`src/rtl/hx_pkg.sv`:
```
package hx_pkg;

   typedef enum logic [1:0] {
      SZ_BYTE = 2'b00,
      SZ_HALF = 2'b01,
      SZ_WORD = 2'b10
   } hx_size_e;

   typedef enum logic [1:0] {
      ST_IDLE = 2'b00,
      ST_ACC  = 2'b01,
      ST_SWPW = 2'b10,
      ST_FIN  = 2'b11
   } hx_state_e;

   typedef struct packed {
      logic       swap;
      logic       swp_byte;
      logic       load;
      logic       pre;
      logic       up;
      logic       wb_bit;
      logic       imm;
      logic       sgn;
      logic       half;
      logic [3:0] rd;
      logic [3:0] rn;
      logic [3:0] rm;
      logic [7:0] imm8;
   } hx_op_t;

   localparam logic [31:0] SWP_MASK  = 32'h0FB0_0FF0;
   localparam logic [31:0] SWP_MATCH = 32'h0100_0090;

endpackage

```
`src/rtl/hx_decode.sv`:
```
module hx_decode
   import hx_pkg::*;
(
   input  logic [31:0] insn,
   output hx_op_t      op,
   output logic        err_wbp,
   output logic        err_sst
);

   always_comb begin
      op.swap     = (insn & SWP_MASK) == SWP_MATCH;
      op.swp_byte = insn[22];
      op.load     = insn[20];
      op.pre      = insn[24];
      op.up       = insn[23];
      op.wb_bit   = insn[21];
      op.imm      = insn[22];
      op.sgn      = insn[6];
      op.half     = insn[5];
      op.rd       = insn[15:12];
      op.rn       = insn[19:16];
      op.rm       = insn[3:0];
      op.imm8     = {insn[11:8], insn[3:0]};
      err_wbp     = !op.swap && !op.pre && op.wb_bit;
      err_sst     = !op.swap && !op.load && op.sgn;
   end

endmodule

```
`src/rtl/hx_agen.sv`:
```
module hx_agen
   import hx_pkg::*;
#(
   parameter int DW        = 32,
   parameter int PC_IDX    = 15,
   parameter int PC_BIAS   = 12,
   parameter bit PC_ADJ_EN = 1'b1
) (
   input  hx_op_t        op,
   input  logic [DW-1:0] base,
   input  logic [DW-1:0] rmv,
   output logic [DW-1:0] acc_addr,
   output logic [DW-1:0] wb_addr,
   output logic          wb_en
);

   localparam logic [DW-1:0] BIAS = DW'(PC_BIAS);

   logic [DW-1:0] offset;
   logic [DW-1:0] calc;
   logic [DW-1:0] plain;

   always_comb begin
      offset  = op.imm ? DW'(op.imm8) : rmv;
      calc    = op.up ? base + offset : base - offset;
      plain   = (op.swap || !op.pre) ? base : calc;
      wb_addr = calc;
      wb_en   = !op.swap && (!op.pre || op.wb_bit);
   end

   generate
      if (PC_ADJ_EN) begin : g_pc_adj
         always_comb begin
            if (!op.swap && !op.load && op.half && (op.rd == 4'(PC_IDX)))
               acc_addr = plain + BIAS;
            else
               acc_addr = plain;
         end
      end else begin : g_no_adj
         always_comb acc_addr = plain;
      end
   endgenerate

endmodule

```
`src/rtl/hx_extend.sv`:
```
module hx_extend #(
   parameter int DW = 32
) (
   input  logic [DW-1:0] rdata,
   input  logic          is_swap,
   input  logic          swp_byte,
   input  logic          sgn,
   input  logic          half,
   output logic [DW-1:0] value
);

   generate
      if (DW > 16) begin : g_wide
         always_comb begin
            if (is_swap)
               value = swp_byte ? {{(DW-8){1'b0}}, rdata[7:0]} : rdata;
            else begin
               unique case ({sgn, half})
                  2'b11:   value = {{(DW-16){rdata[15]}}, rdata[15:0]};
                  2'b10:   value = {{(DW-8){rdata[7]}}, rdata[7:0]};
                  2'b01:   value = {{(DW-16){1'b0}}, rdata[15:0]};
                  default: value = {{(DW-8){1'b0}}, rdata[7:0]};
               endcase
            end
         end
      end else begin : g_narrow
         always_comb begin
            if (is_swap)
               value = swp_byte ? {8'h00, rdata[7:0]} : rdata;
            else begin
               unique case ({sgn, half})
                  2'b10:   value = {{8{rdata[7]}}, rdata[7:0]};
                  2'b00:   value = {8'h00, rdata[7:0]};
                  default: value = rdata;
               endcase
            end
         end
      end
   endgenerate

endmodule

```
`src/rtl/hx_xfer_unit.sv`:
```
module hx_xfer_unit
   import hx_pkg::*;
#(
   parameter int DW        = 32,
   parameter int PC_IDX    = 15,
   parameter int PC_BIAS   = 12,
   parameter bit PC_ADJ_EN = 1'b1
) (
   input  logic          clk,
   input  logic          rst_n,
   input  logic          start,
   input  logic [31:0]   insn,
   input  logic [DW-1:0] rn_val,
   input  logic [DW-1:0] rm_val,
   input  logic [DW-1:0] rd_val,
   output logic          busy,
   output logic          done,
   output logic          mem_req,
   output logic          mem_we,
   output logic [1:0]    mem_size,
   output logic [DW-1:0] mem_addr,
   output logic [DW-1:0] mem_wdata,
   input  logic [DW-1:0] mem_rdata,
   input  logic          mem_ready,
   output logic          mem_lock,
   output logic          rd_we,
   output logic [3:0]    rd_idx,
   output logic [DW-1:0] rd_data,
   output logic          rn_we,
   output logic [3:0]    rn_idx,
   output logic [DW-1:0] rn_data,
   output logic          err_wb_post,
   output logic          err_sign_store
);

   localparam logic [DW-1:0] BYTE_MASK = DW'(8'hFF);
   localparam logic [DW-1:0] HALF_MASK = DW'(16'hFFFF);

   generate
      if (DW < 16 || (DW % 8) != 0) begin : g_bad_dw
         $error("hx_xfer_unit: DW must be a multiple of 8 and at least 16");
      end
      if (PC_IDX < 0 || PC_IDX > 15) begin : g_bad_pc
         $error("hx_xfer_unit: PC_IDX must be a register index 0..15");
      end
   endgenerate

   hx_op_t        op_d, op_q;
   logic          e_wbp_d, e_sst_d, e_wbp_q, e_sst_q;
   logic [DW-1:0] acc_d, wb_d, acc_q, wb_q;
   logic          wben_d, wben_q;
   logic [DW-1:0] wdata_d, wdata_q, ext_v, rdv_q;
   hx_size_e      size_d, size_q;
   hx_state_e     state;

   hx_decode u_dec (
      .insn    (insn),
      .op      (op_d),
      .err_wbp (e_wbp_d),
      .err_sst (e_sst_d)
   );

   hx_agen #(
      .DW(DW), .PC_IDX(PC_IDX), .PC_BIAS(PC_BIAS), .PC_ADJ_EN(PC_ADJ_EN)
   ) u_agen (
      .op       (op_d),
      .base     (rn_val),
      .rmv      (rm_val),
      .acc_addr (acc_d),
      .wb_addr  (wb_d),
      .wb_en    (wben_d)
   );

   hx_extend #(.DW(DW)) u_ext (
      .rdata    (mem_rdata),
      .is_swap  (op_q.swap),
      .swp_byte (op_q.swp_byte),
      .sgn      (op_q.sgn),
      .half     (op_q.half),
      .value    (ext_v)
   );

   always_comb begin
      if (op_d.swap) begin
         size_d  = op_d.swp_byte ? SZ_BYTE : SZ_WORD;
         wdata_d = op_d.swp_byte ? (rm_val & BYTE_MASK) : rm_val;
      end else begin
         size_d  = op_d.half ? SZ_HALF : SZ_BYTE;
         wdata_d = rd_val & (op_d.half ? HALF_MASK : BYTE_MASK);
      end
   end

   always_ff @(posedge clk or negedge rst_n) begin
      if (!rst_n) begin
         state   <= ST_IDLE;
         op_q    <= '0;
         acc_q   <= '0;
         wb_q    <= '0;
         wben_q  <= 1'b0;
         wdata_q <= '0;
         size_q  <= SZ_BYTE;
         rdv_q   <= '0;
         e_wbp_q <= 1'b0;
         e_sst_q <= 1'b0;
      end else begin
         unique case (state)
            ST_IDLE: if (start) begin
               op_q    <= op_d;
               acc_q   <= acc_d;
               wb_q    <= wb_d;
               wben_q  <= wben_d;
               wdata_q <= wdata_d;
               size_q  <= size_d;
               e_wbp_q <= e_wbp_d;
               e_sst_q <= e_sst_d;
               state   <= ST_ACC;
            end
            ST_ACC: if (mem_ready) begin
               rdv_q <= ext_v;
               state <= op_q.swap ? ST_SWPW : ST_FIN;
            end
            ST_SWPW: if (mem_ready) state <= ST_FIN;
            default: state <= ST_IDLE;
         endcase
      end
   end

   always_comb begin
      busy           = state != ST_IDLE;
      done           = state == ST_FIN;
      mem_req        = (state == ST_ACC) || (state == ST_SWPW);
      mem_we         = ((state == ST_ACC) && !op_q.swap && !op_q.load) || (state == ST_SWPW);
      mem_lock       = mem_req && op_q.swap;
      mem_size       = size_q;
      mem_addr       = acc_q;
      mem_wdata      = wdata_q;
      rd_we          = done && (op_q.load || op_q.swap);
      rd_idx         = op_q.rd;
      rd_data        = rdv_q;
      rn_we          = done && wben_q;
      rn_idx         = op_q.rn;
      rn_data        = wb_q;
      err_wb_post    = done && e_wbp_q;
      err_sign_store = done && e_sst_q;
   end


   req_hold_chk: assert property (@(posedge clk) disable iff (!rst_n)
      mem_req && !mem_ready |=> mem_req && $stable(mem_addr) && $stable(mem_we)
                                && $stable(mem_wdata) && $stable(mem_size));


   busy_start_chk: assert property (@(posedge clk) disable iff (!rst_n)
      $rose(busy) |-> $past(start));


   done_idle_chk: assert property (@(posedge clk) disable iff (!rst_n)
      done |-> !mem_req && !mem_lock);


   lock_req_chk: assert property (@(posedge clk) disable iff (!rst_n)
      mem_lock |-> mem_req);


   swap_order_chk: assert property (@(posedge clk) disable iff (!rst_n)
      mem_req && mem_ready && mem_lock && !mem_we
      |=> mem_req && mem_we && mem_lock && $stable(mem_addr));


   rn_wb_chk: assert property (@(posedge clk) disable iff (!rst_n)
      rn_we |-> done);


   err_done_chk: assert property (@(posedge clk) disable iff (!rst_n)
      (err_wb_post || err_sign_store) |-> done);

endmodule

```
`config.mk`:
```
export PLATFORM = sky130hd
export DESIGN_NAME = hx_xfer_unit
export DESIGN_NICKNAME = d
export VERILOG_FILES = /design/src/rtl/hx_pkg.sv /design/src/rtl/hx_decode.sv /design/src/rtl/hx_agen.sv /design/src/rtl/hx_extend.sv /design/src/rtl/hx_xfer_unit.sv
export SDC_FILE = /design/constraint.sdc
export NUM_CORES = 1
export LEC_CHECK = 0
export ABC_AREA = 1
export BUFFER_PORTS_ARGS = -buffer_cell sky130_fd_sc_hd__clkbuf_2
export CAP_MARGIN = 20
export CORE_UTILIZATION = 57
export DETAILED_ROUTE_END_ITERATION = 10
export PLACE_DENSITY_LB_ADDON = 0.12
export SLEW_MARGIN = 20
export SYNTH_ARGS = -nofsm -noshare
export SYNTH_HDL_FRONTEND = slang
export SYNTH_SLANG_ARGS = --single-unit
```
`constraint.sdc`:
```
create_clock -name clk -period 3.9 [get_ports clk]
set_input_delay 0.39 -clock clk [delete_from_list [all_inputs] [get_ports clk]]
set_output_delay 0.39 -clock clk [all_outputs]
set_load 0.05 [all_outputs]
```
==> impl_metrics.env, run 1 <==
export IMPL_syn_to_final_growth_pct=49.6
export IMPL_fp_coreArea_mm2=0.0190
export IMPL_slew_headroom_pct=31.1
export IMPL_netlist_area_mm2=0.0112
export IMPL_setup_viol_count_final=16
export IMPL_cp_end_kind="flip-flop"
export IMPL_ctsRootBufferMaster="clkbuf_16"
export IMPL_cts_sinks=148
export IMPL_track_usage_pct=39.6
export IMPL_seq_area_mm2=0.00370
export IMPL_initial_utilization_pct=58.9
export IMPL_multi_input_area_mm2=0.00778
export IMPL_arrival_ps=4580
export IMPL_worst_pin_slew_ps=1030
export IMPL_synth_edf_count=0
export IMPL_rsz0062_at_grt="true"
export IMPL_clock_skew_ps=11.7
export IMPL_r2r_cells=6
export IMPL_min_period_ps=4210
export IMPL_fillCellCount=1004
export IMPL_drv_cap=0
export IMPL_status="finished, violations left"
export IMPL_hp_class="in2async"
export IMPL_drtIter0Drc=1601
export IMPL_gp_congestion=0.979
export IMPL_route_vias_total=14400
export IMPL_drive_above_1_share_pct=41.0
export IMPL_p_per_area_mw_per_mm2=652
export IMPL_slowest_delay_ps=300
export IMPL_fin_crit_sh_pct=108
export IMPL_grt_busiest_layer="met2"
export IMPL_yosys_warnings=0
export IMPL_cts_hold_buf=0
export IMPL_critical_path_class="in2reg"
export IMPL_clk_pin_slew_ps=80
export IMPL_nets=2402
export IMPL_dp_hpwl_um=30800
export IMPL_p_leak_nw=9.02
export IMPL_design_die_area_mm2=0.0202
export IMPL_routedWlPerCell_um=19.3
export IMPL_setup_ws_ps=-308
export IMPL_die_w_um=142
export IMPL_yosysTopAreaCell="dfrtp_1"
export IMPL_dr_pass1_iters=7
export IMPL_hold_viol=0
export IMPL_drt_total_wl_um=47600
export IMPL_num_io_pins=311
export IMPL_ys_async_sr_fraction_pct=100
export IMPL_timing_fmax_mhz=238
export IMPL_rows=50
export IMPL_grt_pass1_wl_um=61300
export IMPL_ant_nets=0
export IMPL_critPathSlowestCell="xor2_4"
export IMPL_met3_usage_pct=7.10
export IMPL_grt_start_max_net_pins=103
export IMPL_ir_drop_mv=0.538
export IMPL_synthCells=1686
export IMPL_yosysUniqueCellTypes=49
export IMPL_portBuffers=290
export IMPL_synth_ff_type="dfrtp_1"
export IMPL_reg2reg_slack_ps=1070
export IMPL_avgViaCountPerCell=5.83
export IMPL_die_y_um=142
export IMPL_synth_area_top_cells="dfrtp_1 33%, nand2_1 21%, inv_1 6.9%"
export IMPL_cts_tree="yes"
export IMPL_post_synth_top_count_cell="nand2_1"
export IMPL_slew_viol_final=0
export IMPL_h_tree_depth=4
export IMPL_reg2reg_to="mem_size[1]"
export IMPL_cts_buffers=17
export IMPL_remaining_drc_errors=0
export IMPL_grt_overflow=0
export IMPL_synth_top_area_share_pct=33.2
export IMPL_yosysSeqAreaShare_pct=33.2
export IMPL_syn_area_per_cell_um2=6.62
export IMPL_clockBufferDepth=2
export IMPL_cp_start_kind="primary input"
export IMPL_grt_pass1_vias=12300
export IMPL_required_ps=4270
export IMPL_antenna_found_initial=0
export IMPL_synth_seq_cells=148
export IMPL_violations="negative setup slack"
export IMPL_dpl_worst_slack_ps=-821
export IMPL_met2_usage_pct=67.3
export IMPL_yosys_top_cells_count="613 x nand2_1, 206 x inv_1, 166 x nor2_1"
export IMPL_cp_max_fo=6
export IMPL_syn_nets=1896
export IMPL_cpMostUsedCell="nand2_4"
export IMPL_insertion_delay_ps=440
export IMPL_r2r_start="state[0]"
export IMPL_p_total_mw=10.9
export IMPL_use_met1_pct=49.0
==> how the worst max path moves through the flow <==
stage / depth (start not counted) / endpoint / start / slack, ps
2_1_floorplan: 30 / mem_addr[31] / insn[22] / 100
3_3_place_gp: 27 / mem_addr[23] / insn[22] / -710
3_5_place_dp: 27 / mem_addr[23] / insn[22] / -820
4_1_cts: 32 / mem_addr[31] / insn[22] / 0.06
5_1_grt: 30 / mem_addr[22] / insn[22] / -520
6_report: 28 / mem_addr[25] / insn[22] / -310
==> metal layers <==
metal / part of all wire (%) / up-vias
met5: 0 / -
li1: - / 6314
met2: 46 / 1126
met1: 35 / 6609
met4: 7.9 / 0
met3: 11 / 339
==> area by class of cell <==
class / count / share of cell area (%)
inverters: 214 / 4.88
clock buffers: 17 / 2.55
repair buffers: 546 / 20.6
clock inverters: 15 / 1.25
multi-input cells: 1265 / 46.6
flip-flops and latches: 148 / 22.2
diodes: 1 / 0.0150
well taps: 260 / 1.95
==> cells in the final DEF, fill, tap and decap left out, types with 10 or more instances in the layout <==
cell type,count
a21oi_1,31
a31oi_1,40
buf_4,249
clkbuf_16,17
clkbuf_2,286
dfrtp_1,148
ha_1,25
ha_4,19
inv_1,189
inv_2,19
nand2_1,523
nand2_2,76
nand2_4,34
nand3_1,83
nand3_2,29
nand3b_1,10
nand4_1,20
nor2_1,115
nor2_2,33
nor2_4,33
o21ai_0,58
or2_2,14
xnor2_1,13
xor2_1,18
==> cells by family (layout without fill, tap and decap cells) <==
kind of cell | count (synthesis) | in the layout | synth area share (%)
buffers and inverters | 273 | 792 | 10.3
adders and majority gates | 46 | 46 | 5.22
DFF | 148 | 148 | 33.2
other | 0 | 1 | 0
and+or+nand+nor | 1002 | 1002 | 39.1
AOI/OAI and AO/OA | 170 | 170 | 8.51
xor gates and xnor gates | 47 | 47 | 3.69
==> metrics by stage <==
stage / cell area [um^2] / hold WS, ps / TNS [ps] / std cells / utilization (%)
2_1_floorplan: 11200 / 94.4 / 0 / 1686 / -
3_3_place_gp: 14300 / 461 / -9560 / 2397 / 75.3
3_5_place_dp: 14300 / 464 / -12530 / 2397 / 75.3
4_1_cts: 15200 / 113 / 0 / 2432 / 79.9
5_1_grt: 16700 / 136 / -6110 / 2465 / 88.1
6_report: 16700 / 27.5 / -2710 / 2466 / 88.1
==> registers in the layout (all words and copies together), names as in the netlist <==
register,flops
e_sst_q,1
e_wbp_q,1
mem_addr,32
mem_size,2
mem_wdata,32
op_q,5
rd_data,32
rd_idx,4
rn_data,32
rn_idx,4
state,2
wben_q,1
==> critical path, delay by kind of cell <==
kind | cells | cell delay (ps)
fa+ha+maj | 2 | 480
compound gates | 1 | 150
xor+xnor | 1 | 300
simple gates | 19 | 2720
buf+inv | 5 | 530
==> power breakdown <==
part           switching (mW)  leakage [nW]  total, mW  internal, mW
registers               0.434          1.82       2.63          2.19
clock network           0.792         0.308       1.83          1.04
logic                    4.65          6.89       6.43          1.78
total                    5.88          9.02       10.9          5.01
==> repair_timing <==
item	CTS	global route
gates resized for setup	62	295
pin swaps	26	150
setup endpoints to repair	16	22
setup buffers	3	36
Note: power is estimated with default switching activity, not from simulation.
==> inputs of run 2 (changes only) <==
--- a/config.mk
+++ b/config.mk
@@ -6,9 +6,10 @@
 export NUM_CORES = 1
 export LEC_CHECK = 0
 export ABC_AREA = 1
+export ABC_CLOCK_PERIOD_IN_PS = 4650
 export BUFFER_PORTS_ARGS = -buffer_cell sky130_fd_sc_hd__clkbuf_2
 export CAP_MARGIN = 20
-export CORE_UTILIZATION = 57
+export CORE_UTILIZATION = 54
 export DETAILED_ROUTE_END_ITERATION = 10
 export PLACE_DENSITY_LB_ADDON = 0.12
 export SLEW_MARGIN = 20
==> constraint.sdc (replaced) <==
create_clock -name clk -period 4.65 [get_ports clk]
set_input_delay 0.465 -clock clk [delete_from_list [all_inputs] [get_ports clk]]
set_output_delay 0.465 -clock clk [all_outputs]
set_load 0.05 [all_outputs]
==> run 2 against run 1 <==
Compared with the run above: the run now ends clean; utilization fell by 20 points; setup slack improved by 720 ps; global-route usage fell by 4.5 points; sequential share of layout area rose by 4.7 points; cell count fell by 7.3%; largest cell class unchanged.
==> impl_metrics.env, run 2 (synthesis results as in run 1) <==
export IMPL_setup_viol_count_final=0
export IMPL_gp_congestion=0.944
export IMPL_remaining_drc_errors=0
export IMPL_syn_to_final_growth_pct=23.6
export IMPL_swShare_pct=53.9
export IMPL_insertion_delay_ps=430
export IMPL_utilization_pct=68.2
export IMPL_p_per_area_mw_per_mm2=600
export IMPL_clock_skew_ps=13.6
export IMPL_drive_above_1_share_pct=23.8
export IMPL_clockBufferDepth=2
export IMPL_internal_power_mw=3.82
export IMPL_ir_drop_mv=0.392
export IMPL_tns_ps=0
export IMPL_die_y_um=146
export IMPL_ant_nets=0
export IMPL_ctsRootBufferMaster="clkbuf_16"
export IMPL_min_period_ps=4240
export IMPL_grt_overflow=0
export IMPL_hold_viol=0
export IMPL_slowest_delay_ps=290
export IMPL_die_w_um=146
export IMPL_hp_class="in2async"
export IMPL_dp_hpwl_um=29100
export IMPL_route_vias_total=12000
export IMPL_cts_buffers=17
export IMPL_required_ps=4960
export IMPL_status="complete, no violations"
export IMPL_antenna_found_initial=1
export IMPL_drt_total_wl_um=37000
export IMPL_cpMostUsedCell="nand2_1"
export IMPL_design_die_area_mm2=0.0213
export IMPL_layout_common_cells="612 x nand2_1, 288 x clkbuf_2, 206 x inv_1, 154 x nor2_1, 148 x dfrtp_1"
export IMPL_grt_start_max_net_pins=108
export IMPL_arrival_ps=4560
export IMPL_portBuffers=290
export IMPL_p_clk_share_pct=18.4
export IMPL_track_usage_pct=35.1
export IMPL_drv_cap=0
export IMPL_avgViaCountPerCell=5.26
export IMPL_cts_hold_buf=0
export IMPL_fin_crit_sh_pct=91.2
export IMPL_comb_power_share_pct=55.6
export IMPL_num_io_pins=311
export IMPL_rows=52
export IMPL_grt_pass1_wl_um=58000
export IMPL_clk_pin_slew_ps=70
export IMPL_timing_fmax_mhz=236
export IMPL_nets=2211
export IMPL_initial_utilization_pct=55.2
export IMPL_grt_pass1_vias=11100
export IMPL_pwr_share_seq_pct=26.1
export IMPL_slew_headroom_pct=40.0
export IMPL_cts_tree="yes"
export IMPL_routedWlPerCell_um=16.2
export IMPL_p_total_mw=8.28
export IMPL_drtIter0Drc=806
export IMPL_final_common_cell="nand2_1"
export IMPL_critical_path_class="in2reg"
export IMPL_h_tree_depth=4
export IMPL_p_leak_nw=7.79
export IMPL_cp_start_kind="primary input"
export IMPL_dr_pass1_iters=5
export IMPL_fp_coreArea_mm2=0.0202
export IMPL_cts_sinks=148
export IMPL_cp_max_fo=7
export IMPL_critPathSlowestCell="ha_1"
export IMPL_slew_viol_final=0
export IMPL_switchingPower_mw=4.46
export IMPL_worst_pin_slew_ps=892
export IMPL_cp_end_kind="flip-flop"
==> run 2: worst max-delay path: cells and delay by family <==
kind	cells	cell delay [ps]
adders and majority gates	1	290
and+or+nand+nor	24	2760
xor gates and xnor gates	1	160
buffers and inverters	6	750
AOI/OAI and AO/OA	1	110
==> run 2: area by class of cell <==
class                           count  area (um^2)
Antenna cell                        1         2.50
Clock buffer                       17          425
Clock inverter                     15          209
Fill cell                        1916         6430
Inverter                          214          811
Multi-Input combinational cell   1265         6370
Sequential cell                   148         3700
Tap cell                          270          338
Timing Repair Buffer              355         1950
==> run 2: routing by layer <==
layer | up-vias | part of all wire [%] | global-route usage, %
met4 | 0 | 2.8 | 11.2
met1 | 5569 | 42 | 46.6
li1 | 5930 | - | -
met5 | - | 0 | 0
met2 | 445 | 47 | 58.8
met3 | 67 | 7.4 | 5.20
==> run 2: worst paths after layout <==
kind / cells past startpoint / startpoint / to / slack (ps)
max: 33 / insn[22] / mem_addr[30] / 410
min: 1 / rst_n / rd_data[1] / 140
max reg2reg: 9 / state[0] / mem_wdata[8] / 1900
min reg2reg: 2 / rn_data[1] / rn_data[1] / 480
max in group asynchronous: 2 / rst_n / rd_data[18] / 3400
min in group clk: 3 / mem_rdata[3] / rd_data[3] / 220
==> run 2: metrics by stage <==
stage / hold WS (ps) / setup slack [ps] / instance area (um^2) / cells
global placement: 460 / -30.7 / 13100 / 2250
global route: 214 / -46.7 / 13800 / 2285
CTS: 209 / 339 / 13700 / 2282
detailed placement: 464 / -82.1 / 13100 / 2250
finish: 136 / 407 / 13800 / 2285
floorplan: 169 / 779 / 11200 / 1686
==> run 2: power groups by stage <==
| stage | Clock [mW] | Sequential, mW | Combinational [mW] |
|---|---|---|---|
| floorplan | 0 | 3.80 | 1.78 |
| global placement | 0 | 2.15 | 4.51 |
| detailed placement | 0 | 2.18 | 4.57 |
| global route | 1.59 | 2.22 | 4.92 |
| finish | 1.52 | 2.16 | 4.60 |
| CTS | 1.52 | 2.15 | 4.59 |
==> run 2: repair_timing <==
item,in CTS,in global routing
setup endpoints to repair,0,13
hold endpoints to repair,0,0
buffers inserted,0,2
gates resized for setup,0,19
==> inputs of run 3 (changes only) <==
--- a/config.mk
+++ b/config.mk
@@ -12,6 +12,7 @@
 export CORE_UTILIZATION = 54
 export DETAILED_ROUTE_END_ITERATION = 10
 export PLACE_DENSITY_LB_ADDON = 0.12
+export REMOVE_ABC_BUFFERS = 1
 export SLEW_MARGIN = 20
 export SYNTH_ARGS = -nofsm -noshare
 export SYNTH_HDL_FRONTEND = slang
==> constraint.sdc (replaced) <==
create_clock -name clk -period 4.65 [get_ports clk]
set_input_delay 0.465 -clock clk [delete_from_list [all_inputs] [get_ports clk]]
set_output_delay 0.465 -clock clk [all_outputs]
set_load 0.1 [all_outputs]
==> run 3 against run 2 <==
Compared with the run above: non-clock buffer count fell by 15; critical path depth is 3 lower; cell count decreased by 0.70%; via count fell by 2.3%; sequential share of layout area increased by 0.33 points; clock power down 6%; critical endpoint is now mem_addr[27]; largest power group unchanged.
==> impl_metrics.env, run 3 (synthesis results as in run 1) <==
export IMPL_grt_start_max_net_pins=80
export IMPL_reg2reg_slack_ps=2150
export IMPL_post_route_cell_area_mm2=0.0136
export IMPL_slew_viol_final=0
export IMPL_syn_to_final_growth_pct=22.1
export IMPL_hp_class="in2async"
export IMPL_dr_pass1_iters=6
export IMPL_die_y_um=146
export IMPL_hold_viol=0
export IMPL_die_w_um=146
export IMPL_fin_crit_sh_pct=91.3
export IMPL_ctsRootBufferMaster="clkbuf_16"
export IMPL_insertion_delay_ps=430
export IMPL_antenna_cells=0
export IMPL_h_tree_depth=4
export IMPL_routedWlPerCell_um=14.7
export IMPL_critPathSlowestCell="ha_1"
export IMPL_cp_end_kind="flip-flop"
export IMPL_design_die_area_mm2=0.0213
export IMPL_grt_pass1_vias=10900
export IMPL_route_vias_total=11700
export IMPL_required_ps=4960
export IMPL_drv_cap=0
export IMPL_dp_hpwl_um=26100
export IMPL_grt_pass1_wl_um=54600
export IMPL_clockBufferDepth=2
export IMPL_setup_viol_count_final=0
export IMPL_drive_above_1_share_pct=22.9
export IMPL_cp_max_fo=8
export IMPL_cts_buffers=17
export IMPL_timing_fmax_mhz=236
export IMPL_layout_common_cells="611 x nand2_1, 289 x clkbuf_2, 206 x inv_1, 157 x nor2_1, 148 x dfrtp_1"
export IMPL_setup_ws_ps=405
export IMPL_p_leak_nw=7.71
export IMPL_track_usage_pct=32.3
export IMPL_remaining_drc_errors=0
export IMPL_grt_overflow=0
export IMPL_drtIter0Drc=831
export IMPL_num_io_pins=311
export IMPL_arrival_ps=4560
export IMPL_dpl_cell_count=2237
export IMPL_fp_coreArea_mm2=0.0202
export IMPL_cp_start_kind="primary input"
export IMPL_fin_cells=2269
export IMPL_slowest_delay_ps=300
export IMPL_slew_headroom_pct=43.9
export IMPL_avgViaCountPerCell=5.17
export IMPL_dpl_worst_slack_ps=-111
export IMPL_p_total_mw=10.2
export IMPL_drt_total_wl_um=33400
export IMPL_p_per_area_mw_per_mm2=746
export IMPL_initial_utilization_pct=55.2
export IMPL_status="complete, no violations"
export IMPL_clock_skew_ps=10.3
export IMPL_critical_path_class="in2reg"
export IMPL_final_common_cell="nand2_1"
export IMPL_min_period_ps=4250
export IMPL_portBuffers=290
export IMPL_worst_pin_slew_ps=840
export IMPL_clk_pin_slew_ps=70
export IMPL_tns_ps=0
export IMPL_place_area_mm2=0.0130
export IMPL_ir_drop_mv=0.576
export IMPL_cpMostUsedCell="nand2_1"
export IMPL_nets=2196
export IMPL_ant_nets=0
export IMPL_gp_congestion=0.918
export IMPL_cts_tree="yes"
export IMPL_antenna_found_initial=0
export IMPL_cts_sinks=148
export IMPL_rows=52
-- run 3: changes by cell type in the layout (fill, tap and decap cells not counted), moves of 2 or more --
cell | previous run | this run
buf_4 | 65 | 50
nor2_2 | 20 | 16
nor2_1 | 154 | 157
o21ai_1 | 6 | 9
bufinv_16 | 3 | 1
clkinv_4 | 2 | 4
o21ai_2 | 3 | 1
-- run 3: worst paths after layout --
path                            cells past startpoint            to    startpoint
min in group clk                                    3    rd_data[5]  mem_rdata[5]
worst max register to register                      7   mem_addr[3]      state[0]
max in group asynchronous                           2    rn_data[0]         rst_n
worst min-delay path                                1   rd_data[21]         rst_n
worst max-delay path                               30  mem_addr[27]      insn[22]
worst min register to register                      2  mem_addr[31]  mem_addr[31]
-- run 3: report_power, final --
part / internal [mW] / switching [mW] / total [mW]
Combinational: 1.07 / 5.51 / 6.59
Clock: 0.769 / 0.658 / 1.43
Sequential: 1.84 / 0.322 / 2.16
Total: 3.68 / 6.49 / 10.2
-- run 3: repair_timing --
| action | 4_1_cts | 5_1_grt |
|---|---|---|
| gates resized for setup | 0 | 15 |
| hold buffers | 0 | 0 |
| buffers inserted | 0 | 0 |
| endpoints found under the setup margin | 0 | 12 |
-- run 3: critical path: cells and delay by family --
kind / cells / cell delay, ps
adder cells (fa/ha/maj): 1 / 300
AND/OR/NAND/NOR: 22 / 2690
AO/OA/AOI/OAI: 1 / 130
buffers and inverters: 5 / 680
XOR/XNOR: 1 / 270
-- run 3: layer usage --
metal  vias to the layer above  wire (um)  track usage (%)
met2                       423      15100             51.6
met4                         0        777             10.2
met5                         -          0                0
met1                      5349      15300             45.1
li1                       5906          -                -
met3                        52       2150             4.64
-- run 3: layout make-up --
class | count | area, um^2
fillers | 1912 | 6600
multi-input cells | 1265 | 6360
flip-flops and latches | 148 | 3700
repair buffers | 340 | 1830
inverters | 214 | 811
clock buffers | 18 | 429
well taps | 270 | 338
clock inverters | 14 | 164
-- run 3: through the flow --
step | util, % | hold slack, ps
2_1_floorplan | - | 169
3_3_place_gp | 64.3 | 461
5_1_grt | 67.4 | 70.3
3_5_place_dp | 64.3 | 465
4_1_cts | 67.2 | 55.8
6_report | 67.4 | 20.3
